File: src/rtl/cal_pkg.sv
`timescale 1ns/1ps
package cal_pkg;
    localparam int BCD_W      = 8;
    localparam int NUM_FIELDS = 7;

    typedef logic [BCD_W-1:0] bcd_t;

    // Field order matters: index 0 is the fastest counter.
    typedef enum int {
        F_SEC   = 0,
        F_MIN   = 1,
        F_HOUR  = 2,
        F_DOW   = 3,
        F_DATE  = 4,
        F_MONTH = 5,
        F_YEAR  = 6
    } field_e;

    typedef struct packed {
        bcd_t year;
        bcd_t month;
        bcd_t date;
        bcd_t dow;
        bcd_t hour;
        bcd_t minute;
        bcd_t second;
    } cal_time_t;

    localparam cal_time_t CAL_RESET = '{
        year: 8'h00, month: 8'h01, date: 8'h01, dow: 8'h01,
        hour: 8'h00, minute: 8'h00, second: 8'h00
    };

    function automatic logic bcd_ok(input bcd_t v);
        logic ok;
        ok = 1'b1;
        for (int i = 0; i < BCD_W / 4; i++) begin
            if (v[i*4 +: 4] > 4'd9) ok = 1'b0;
        end
        return ok;
    endfunction
endpackage

File: src/rtl/cal_prescaler.sv
`timescale 1ns/1ps
module cal_prescaler #(
    parameter int PRESC_BITS = 15
) (
    input  logic clk,
    input  logic rst_n,
    input  logic run,
    input  logic clear,
    output logic tick
);
    localparam logic [PRESC_BITS-1:0] TERM = {PRESC_BITS{1'b1}};

    logic [PRESC_BITS-1:0] cnt_d, cnt_q;

    always_comb begin
        cnt_d = cnt_q;
        if (clear) begin
            cnt_d = '0;
        end else if (run) begin
            cnt_d = cnt_q + 1'b1;
        end
    end

    always_ff @(posedge clk or negedge rst_n) begin
        if (!rst_n) cnt_q <= '0;
        else        cnt_q <= cnt_d;
    end

    assign tick = run && (cnt_q == TERM);

    // pulses are single-cycle and separated by the full period
    p_tick_single_r3: assert property (@(posedge clk) disable iff (!rst_n)
        tick |=> !tick);

    // a clear restarts the count, so no tick follows directly
    p_clear_restarts_r4: assert property (@(posedge clk) disable iff (!rst_n)
        clear |=> !tick);
endmodule

File: src/rtl/cal_bcd_field.sv
`timescale 1ns/1ps
module cal_bcd_field
    import cal_pkg::*;
(
    input  bcd_t cur,
    input  bcd_t lo,
    input  bcd_t hi,
    input  logic inc,
    output bcd_t nxt,
    output logic wrap
);
    always_comb begin
        nxt  = cur;
        wrap = 1'b0;
        if (inc) begin
            if (cur >= hi) begin
                nxt  = lo;
                wrap = 1'b1;
            end else if (cur[3:0] >= 4'd9) begin
                nxt = {cur[BCD_W-1:4] + 1'b1, 4'h0};
            end else begin
                nxt = {cur[BCD_W-1:4], cur[3:0] + 4'd1};
            end
        end
    end
endmodule

File: src/rtl/cal_month_len.sv
`timescale 1ns/1ps
module cal_month_len
    import cal_pkg::*;
(
    input  bcd_t month,
    input  bcd_t year,
    output bcd_t last_day,
    output logic leap
);
    // 10*T + U is congruent to 2*T + U modulo 4
    logic [1:0] mod4;

    always_comb begin
        mod4 = {year[4], 1'b0} + year[1:0];
        leap = (mod4 == 2'd0);
        unique case (month)
            8'h02:                      last_day = leap ? 8'h29 : 8'h28;
            8'h04, 8'h06, 8'h09, 8'h11: last_day = 8'h30;
            default:                    last_day = 8'h31;
        endcase
    end
endmodule

File: src/rtl/rtc_calendar_chain.sv
`timescale 1ns/1ps
module rtc_calendar_chain
    import cal_pkg::*;
#(
    parameter int PRESC_BITS = 15
) (
    input  logic       clk,
    input  logic       rst_n,
    input  logic       osc_en,
    input  logic       load,
    input  logic [7:0] ld_second,
    input  logic [7:0] ld_minute,
    input  logic [7:0] ld_hour,
    input  logic [7:0] ld_dow,
    input  logic [7:0] ld_date,
    input  logic [7:0] ld_month,
    input  logic [7:0] ld_year,
    output logic       sec_tick,
    output logic [7:0] second,
    output logic [7:0] minute,
    output logic [7:0] hour,
    output logic [7:0] dow,
    output logic [7:0] date,
    output logic [7:0] month,
    output logic [7:0] year
);
    typedef struct packed {
        cal_time_t t;
    } state_t;

    state_t    st_d, st_q;
    cal_time_t ld_vec;
    bcd_t      month_last;
    logic      leap_yr;

    bcd_t cur_f  [NUM_FIELDS];
    bcd_t nxt_f  [NUM_FIELDS];
    bcd_t lo_f   [NUM_FIELDS];
    bcd_t hi_f   [NUM_FIELDS];
    logic inc_f  [NUM_FIELDS];
    logic wrap_f [NUM_FIELDS];

    cal_prescaler #(.PRESC_BITS(PRESC_BITS)) i_presc (
        .clk   (clk),
        .rst_n (rst_n),
        .run   (osc_en),
        .clear (load),
        .tick  (sec_tick)
    );

    cal_month_len i_mlen (
        .month    (st_q.t.month),
        .year     (st_q.t.year),
        .last_day (month_last),
        .leap     (leap_yr)
    );

    assign ld_vec = '{year: ld_year, month: ld_month, date: ld_date, dow: ld_dow,
                      hour: ld_hour, minute: ld_minute, second: ld_second};

    // Per-field bounds and the carry network
    always_comb begin
        cur_f[F_SEC]   = st_q.t.second;
        cur_f[F_MIN]   = st_q.t.minute;
        cur_f[F_HOUR]  = st_q.t.hour;
        cur_f[F_DOW]   = st_q.t.dow;
        cur_f[F_DATE]  = st_q.t.date;
        cur_f[F_MONTH] = st_q.t.month;
        cur_f[F_YEAR]  = st_q.t.year;

        lo_f[F_SEC]   = 8'h00; hi_f[F_SEC]   = 8'h59;
        lo_f[F_MIN]   = 8'h00; hi_f[F_MIN]   = 8'h59;
        lo_f[F_HOUR]  = 8'h00; hi_f[F_HOUR]  = 8'h23;
        lo_f[F_DOW]   = 8'h01; hi_f[F_DOW]   = 8'h07;
        lo_f[F_DATE]  = 8'h01; hi_f[F_DATE]  = month_last;
        lo_f[F_MONTH] = 8'h01; hi_f[F_MONTH] = 8'h12;
        lo_f[F_YEAR]  = 8'h00; hi_f[F_YEAR]  = 8'h99;

        inc_f[F_SEC]   = sec_tick;
        inc_f[F_MIN]   = wrap_f[F_SEC];
        inc_f[F_HOUR]  = wrap_f[F_MIN];
        inc_f[F_DOW]   = wrap_f[F_HOUR];
        inc_f[F_DATE]  = wrap_f[F_HOUR];
        inc_f[F_MONTH] = wrap_f[F_DATE];
        inc_f[F_YEAR]  = wrap_f[F_MONTH];
    end

    for (genvar g = 0; g < NUM_FIELDS; g++) begin : g_field
        cal_bcd_field i_fld (
            .cur  (cur_f[g]),
            .lo   (lo_f[g]),
            .hi   (hi_f[g]),
            .inc  (inc_f[g]),
            .nxt  (nxt_f[g]),
            .wrap (wrap_f[g])
        );
    end

    always_comb begin
        st_d = st_q;
        if (load) begin
            st_d.t = ld_vec;
        end else begin
            st_d.t.second = nxt_f[F_SEC];
            st_d.t.minute = nxt_f[F_MIN];
            st_d.t.hour   = nxt_f[F_HOUR];
            st_d.t.dow    = nxt_f[F_DOW];
            st_d.t.date   = nxt_f[F_DATE];
            st_d.t.month  = nxt_f[F_MONTH];
            st_d.t.year   = nxt_f[F_YEAR];
        end
    end

    always_ff @(posedge clk or negedge rst_n) begin
        if (!rst_n) st_q <= '{t: CAL_RESET};
        else        st_q <= st_d;
    end

    assign second = st_q.t.second;
    assign minute = st_q.t.minute;
    assign hour   = st_q.t.hour;
    assign dow    = st_q.t.dow;
    assign date   = st_q.t.date;
    assign month  = st_q.t.month;
    assign year   = st_q.t.year;

    // stopped oscillator freezes the fields
    p_hold_stopped_r2: assert property (@(posedge clk) disable iff (!rst_n)
        (!osc_en && !load) |=> $stable(st_q));

    // fields move only on a tick (or a load)
    p_move_on_tick_r3: assert property (@(posedge clk) disable iff (!rst_n)
        (!sec_tick && !load) |=> $stable(st_q));

    // load copies the inputs and beats a coincident tick
    p_load_copy_r4_r12: assert property (@(posedge clk) disable iff (!rst_n)
        load |=> (st_q.t == $past(ld_vec)));


    p_min_sec_range_r5: assert property (@(posedge clk) disable iff (!rst_n)
        (st_q.t.second <= 8'h59) && (st_q.t.minute <= 8'h59));


    p_hour_range_r6: assert property (@(posedge clk) disable iff (!rst_n)
        st_q.t.hour <= 8'h23);

    // day never passes the current month's last day
    p_date_in_month_r7: assert property (@(posedge clk) disable iff (!rst_n)
        (st_q.t.date >= 8'h01) && (st_q.t.date <= month_last));


    p_dow_range_r9: assert property (@(posedge clk) disable iff (!rst_n)
        (st_q.t.dow >= 8'h01) && (st_q.t.dow <= 8'h07));

    p_dow_with_date_r9: assert property (@(posedge clk) disable iff (!rst_n)
        (!load && sec_tick && (st_d.t.date != st_q.t.date))
            |=> (st_q.t.dow != $past(st_q.t.dow)));


    p_month_range_r10: assert property (@(posedge clk) disable iff (!rst_n)
        (st_q.t.month >= 8'h01) && (st_q.t.month <= 8'h12));


    p_bcd_digits_r11: assert property (@(posedge clk) disable iff (!rst_n)
        bcd_ok(st_q.t.second) && bcd_ok(st_q.t.minute) && bcd_ok(st_q.t.hour) &&
        bcd_ok(st_q.t.dow) && bcd_ok(st_q.t.date) && bcd_ok(st_q.t.month) &&
        bcd_ok(st_q.t.year));
endmodule

File: config.mk
export PLATFORM = sky130hd
export DESIGN_NAME = rtc_calendar_chain
export DESIGN_NICKNAME = d
export VERILOG_FILES = /design/src/rtl/cal_pkg.sv /design/src/rtl/cal_prescaler.sv /design/src/rtl/cal_bcd_field.sv /design/src/rtl/cal_month_len.sv /design/src/rtl/rtc_calendar_chain.sv
export SDC_FILE = /design/constraint.sdc
export NUM_CORES = 1
export LEC_CHECK = 0
export ABC_AREA = 1
export CELL_PAD_IN_SITES_DETAIL_PLACEMENT = 1
export CELL_PAD_IN_SITES_GLOBAL_PLACEMENT = 2
export CORE_UTILIZATION = 27
export CTS_CLUSTER_DIAMETER = 100
export CTS_CLUSTER_SIZE = 12
export DETAILED_ROUTE_END_ITERATION = 6
export GPL_TIMING_DRIVEN = 0
export PLACE_DENSITY_LB_ADDON = 0.1
export SLEW_MARGIN = 10
export SYNTH_ARGS = -nofsm -noshare
export SYNTH_HDL_FRONTEND = slang
export SYNTH_HIERARCHICAL = 1
export SYNTH_SLANG_ARGS = --single-unit
File: constraint.sdc
create_clock -name clk -period 3.2 [get_ports clk]
set_clock_uncertainty 0.15 [all_clocks]
set_input_delay 0.32 -clock clk [delete_from_list [all_inputs] [get_ports clk]]
set_output_delay 0.32 -clock clk [all_outputs]
set_load 0.02 [all_outputs]
==> results of run 1 <==
-- report_power, final --
group / switching (mW) / internal, mW / total, mW
sequential: 0.128 / 0.968 / 1.10
clock: 0.463 / 0.685 / 1.15
combinational: 0.776 / 0.600 / 1.38
-- worst max-delay path: cells and delay by family, from the launching register on --
kind | cells | cell delay [ns]
adders and majority gates | 1 | 0.18
buffers and inverters | 11 | 0.96
DFF | 1 | 0.41
and+or+nand+nor | 13 | 1.09
-- layout make-up --
type / count / area (sq um)
fillers: 3998 / 18750
multi-input cells: 1088 / 5582
flip-flops and latches: 71 / 1797
repair buffers: 157 / 1481
inverters: 232 / 875.8
well taps: 390 / 488.0
plain buffers: 38 / 337.8
clock buffers: 9 / 225.2
clock inverters: 7 / 97.59
diodes: 1 / 2.502
-- through the flow --
stage,TNS [ns],hold WS (ns)
CTS,0,0.2451
global placement,-116.43,0.3547
detailed placement,-9.579,0.09343
floorplan,0,-0.1256
global route,-0.006485,0.2804
finish,0,0.2675
-- per-layer routing --
metal | share of wire, % | routed length (um) | track usage [%]
met3 | 3.2 | 797 | 2.879
met2 | 48 | 11980 | 28.82
met1 | 47 | 11730 | 21.36
met5 | 0 | 0 | 0
met4 | 0.89 | 219 | 3.442
-- worst paths after layout --
| check | startpoint | endpoint | slack (ns) |
|---|---|---|---|
| min reg2reg | i_presc/cnt_q[3]$_DFFE_PN0P_ | i_presc/cnt_q[3]$_DFFE_PN0P_ | 0.40 |
| max reg2reg | i_presc/cnt_q[0]$_DFFE_PN0P_ | year[5]$_DFF_PN0_ | 0.28 |
| max in group asynchronous | rst_n | second[2]$_DFF_PN0_ | 2.00 |
| min in group clk | ld_month[0] | month[0]$_DFF_PN1_ | 0.34 |
| min | rst_n | hour[3]$_DFF_PN0_ | 0.27 |
| max | i_presc/cnt_q[0]$_DFFE_PN0P_ | year[5]$_DFF_PN0_ | 0.28 |
-- flip-flops by register name, summed over array words and instances, names as in the netlist --
register,flops
hour,8
date,8
month,8
second,8
year,8
minute,8
i_presc/cnt_q,15
dow,8
-- placed cells by master (no fill, tap or decap), drive strengths merged --
master,n
clkbuf,10
nor3,1
nand2,587
nor3b,3
o21bai,2
clkinv,3
clkdlybuf4s50,115
or2,7
nand4,21
clkinvlp,2
a21oi,19
nor2,71
dfstp,3
o21ai,5
buf,78
inv,232
bufinv,2
diode,1
ha,85
dlygate4sd3,1
conb,109
o21a,7
dfrtp,68
nand3,171
-- repair_timing --
item	4_1_cts	5_1_grt
endpoints found under the setup margin	16	12
hold buffers	1	0
gates resized for setup	11	19
setup buffers	12	25
gates cloned	0	2
endpoints found under the hold margin	16	0
pin swaps	2	6
==> key figures, run 1 <==
Yosys
  – Yosys warning count: 6
  – Avg Cell Area, Syn: between 6 and 7 sq um
  – Synthesized area: between 0.008 and 0.009 sq mm
  – Post-Synthesis Cells: approximately 1,300

Job
  – Max-Cap Viols: 0

Placement
  – DP HPWL: 18.47 mm
  – IO buf count: between 100 and 150
  – Area after DPL: around 0.010 sq mm
  – Worst slack, placed: -0.7471 ns
  – Placed Cells: 1,937
  – Gpl congestion: around 0.77

Detailed routing
  – Iter 0 DRT Violations: roughly 230
  – Drt first pass iters: 4
  – Routed len/inst: about 12 um
  – ANT nets after route: 0
  – Via Count: around 8,400
  – Vias per cell: approximately 4.2
  – WL final: 24.73 mm
  – DRC Markers: 0

Final layout
  – P&R area growth vs syn: 34.09%
  – Share of layout cells above drive strength 1: 12.48%
  – Cell area after layout: about 0.011 sq mm
  – Fin cells: 1,993
  – Final Util: between 30% and 40%
  – NumNets Final: 1,742

Timing
  – Final Hold Viols: 0
  – Max Fclk: 342.0 MHz
  – # setup viols final: 0
  – Min Tclk post-route: between 2 and 3 ns
  – Final WS setup: approximately 0.28 ns
  – Fin crit share: between 90% and 100%
  – Final Slew Violations: 0

Outcome
  – Status: finished, final reports clean

Critical path
  – Critical Path Fanout Max: 5
  – Worst path arrival time: between 3 and 4 ns
  – Crit. End Element: flip-flop
  – Critical path class: reg2reg
  – Most frequent CP cell: buf_6
  – CP Launch Type: flip-flop
  – Required time worst endpoint: about 3.3 ns
  – Worst path max stage delay: 0.41 ns
  – Critical Path Slowest Stage Cell: dfrtp_1
  – Path depth of the worst reg2reg path: 25

Global routing
  – Largest net degree at the start of global routing: 53
  – Grt ovf: 0
  – Initial antenna violation count: 0
  – Tot GR Track Use: between 10% and 20%
  – Vias in the first global route: around 8,300
  – Global-route wire length before repair: 41.17 mm

Pwr
  – Total power draw: around 3.6 mW
  – P_leak: 5.962 nW
  – Worst vdd ir: between 200 and 250 uV
  – P per Cell Area: about 330 mW/mm^2

Clocking
  – Clk slew on worst S/H paths: around 0.07 ns
  – Inserted Clock Buffers: 9
  – Clock Latency Late Sink: between 0.3 and 0.4 ns
  – Root Buffer: clkbuf_16
  – Clock buffer depth: 2
  – CTS HTree Levels: 3
  – TritonCTS sink count: 71
  – CTS tree: done

Floorplanning
  – Die H: ~180 um
  – Initial core utilization: 27.39%
  – DIE WIDTH: ~180 um
  – Core box area: around 0.03 sq mm
  – Num ports: around 120
  – Full die area: a little over 0.03 sq mm
  – FP Rows: 63

Worst hold path
  – Worst Hold Class: in2async
Note: power is estimated with default switching activity, not from simulation.
==> run 2: changes to the inputs <==
--- a/config.mk
+++ b/config.mk
@@ -12,7 +12,7 @@
 export CTS_CLUSTER_DIAMETER = 100
 export CTS_CLUSTER_SIZE = 12
 export DETAILED_ROUTE_END_ITERATION = 6
-export GPL_TIMING_DRIVEN = 0
+export GPL_TIMING_DRIVEN = 1
 export PLACE_DENSITY_LB_ADDON = 0.1
 export SLEW_MARGIN = 10
 export SYNTH_ARGS = -nofsm -noshare
==> key figures, run 2 (synthesis gave the netlist of run 1 again) <==
Placement
  – Area after DPL: about 0.010 sq mm
  – Gpl congestion: 0.7737
  – DP HPWL: 19.43 mm
  – IO buf count: ~120

Pwr
  – P per Cell Area: 350.1 mW/mm^2
  – Logic gate share of total power: 37.1%
  – P_leak: just under 6 nW
  – Clock power share: approximately 34%
  – Int Pwr: roughly 2.3 mW
  – Worst vdd ir: approximately 260 uV
  – Sw power: 1.356 mW
  – Fraction of power spent switching nets: about 37%
  – Seq pwr share: between 20 and 30%

Timing
  – Setup TNS Final: 0 ns
  – Max Fclk: between 300 and 400 MHz
  – Slew margin rel.: 47.15%
  – Final Slew Violations: 0
  – Fin crit share: 91.09%
  – Final Hold Viols: 0
  – Fin Hold WS: roughly 0.27 ns
  – # setup viols final: 0
  – Worst-Margin Slew: 0.7927 ns
  – Unrepaired setup endpoints after global routing: false
  – Min Tclk post-route: about 3 ns

Global routing
  – Initial antenna violation count: 0
  – Grt ovf: 0
  – Tot GR Track Use: 17.17%
  – Vias in the first global route: roughly 8,400
  – Largest net degree at the start of global routing: 53
  – Global-route wire length before repair: about 43 mm

Clocking
  – CTS tree: done
  – CTS HTree Levels: 3
  – Postcts setup bufs: 0
  – Clock Latency Late Sink: approximately 0.35 ns
  – Clock buffer depth: 2
  – Post-cts resize count: 0
  – Root Buffer: clkbuf_16
  – # hold bufs at CTS: 1
  – TritonCTS sink count: a little over 70
  – Clk slew on worst S/H paths: about 0.06 ns
  – Inserted Clock Buffers: 9

Final layout
  – Max reg flops: 15
  – Cell area after layout: between 0.01 and 0.015 sq mm
  – Filler cells: 3,938
  – NumNets Final: 1,701
  – Storage element area: between 0.0015 and 0.002 sq mm
  – P&R area growth vs syn: 29.13%
  – Largest Register: i_presc/cnt_q
  – Multi-input gate area: ~0.0056 sq mm
  – Most common cell after layout, fill and taps aside: nand2_1
  – Most frequent cells in the layout: nand2_1 (536), inv_1 (226), nand3_1 (170), clkdlybuf4s50_1 (114), conb_1 (109)
  – Share of layout cells above drive strength 1: 8.905%

Floorplanning
  – Core box area: 0.02964 sq mm
  – Initial core utilization: 27.39%
  – Num ports: about 120
  – Full die area: 0.03077 sq mm
  – FP Rows: 63
  – DIE WIDTH: 175.4 um
  – Die H: 175.4 um

Critical path
  – Worst path arrival time: about 3.0 ns
  – Critical path class: reg2reg
  – Critical Path Fanout Max: 9
  – Critical Path Slowest Stage Cell: dfrtp_1
  – WP buf/inv: 6
  – Worst-path cell chain: ha_1, nand2_1, nor2_1, nand2_4, nand2_8, nand2_2, inv_1, nand2_2, inv_1, nand2_2, inv_2, nand2_2, inv_1, nand2_2, inv_1, buf_4, nand2_1, nand3_1, nand2_1, nand2_1, nand2_1
  – Crit. End Element: flip-flop
  – Required time worst endpoint: 3.28 ns
  – CP Launch Type: flip-flop
  – Worst path max stage delay: 0.44 ns
  – Crit path max-delay family: simple AND/OR/NAND/NOR gates

Detailed routing
  – Vias per cell: approximately 4.2
  – DRC Markers: 0
  – Via Count: between 8,000 and 9,000
  – Iter 0 DRT Violations: between 200 and 300
  – Routed len/inst: around 13 um
  – ANT nets after route: 0
  – WL final: about 25 mm
  – Drt first pass iters: 5

Job
  – Max-Cap Viols: 0

Outcome
  – Status: finished, final reports clean

Worst hold path
  – Worst Hold Class: in2reg
## run 2: power by group through the flow
stage                     logic, mW  registers, mW  clock network [mW]
final                          1.36           1.08                1.23
after global routing           1.57           1.09                1.30
after CTS                      1.38           1.08                1.27
after detailed placement       1.37           1.10                   0
after global placement         1.36           1.10                   0
after floorplan               0.843           1.15                   0
## run 2: worst paths after layout
path	start	end	slack [ns]	cells past startpoint
min in group asynchronous	rst_n	hour[3]$_DFF_PN0_	0.42	2
worst min-delay path	load	dow[0]$_DFF_PN1_	0.27	3
max in group asynchronous	rst_n	dow[0]$_DFF_PN1_	1.68	3
worst max-delay path	second[7]$_DFF_PN0_	year[5]$_DFF_PN0_	0.29	21
worst min register to register	i_presc/cnt_q[3]$_DFFE_PN0P_	i_presc/cnt_q[3]$_DFFE_PN0P_	0.39	1
worst max register to register	second[7]$_DFF_PN0_	year[5]$_DFF_PN0_	0.29	21
## run 2: layer usage
| layer | global-route usage [%] | vias up | share of wire (%) |
|---|---|---|---|
| met5 | 0 | - | 0 |
| met4 | 4.094 | 0 | 1.0 |
| met3 | 1.429 | 16 | 1.6 |
| met2 | 28.75 | 79 | 46 |
| met1 | 23.75 | 3788 | 52 |
| li1 | - | 4405 | - |
## run 2: per-stage QoR
step                setup slack (ns)  instances  power [mW]  utilization, %
floorplan                    0.02237       1430       1.996               -
global placement              0.2847       1934       2.456           34.16
detailed placement            0.2369       1934       2.475           34.16
CTS                           0.2554       1951       3.742           35.36
global route                 0.01437       1951       3.958           35.36
finish                        0.2853       1952       3.670           35.37
## run 2: final cells by class
cell class              instances  area share [%]
inverters                     232           8.306
diodes                          1         0.02387
clock inverters                 6           1.026
repair buffers                154           13.75
well taps                     390           4.654
flip-flops and latches         71           16.98
multi-input cells            1088           52.98
clock buffers                  10           2.280
## run 2: worst register-to-register path, delay by kind of cell (launching register included)
kind | cells | cell delay [ns]
flip-flops | 1 | 0.44
buffers and inverters | 6 | 0.70
AND/OR/NAND/NOR | 14 | 1.19
adder cells (fa/ha/maj) | 1 | 0.32
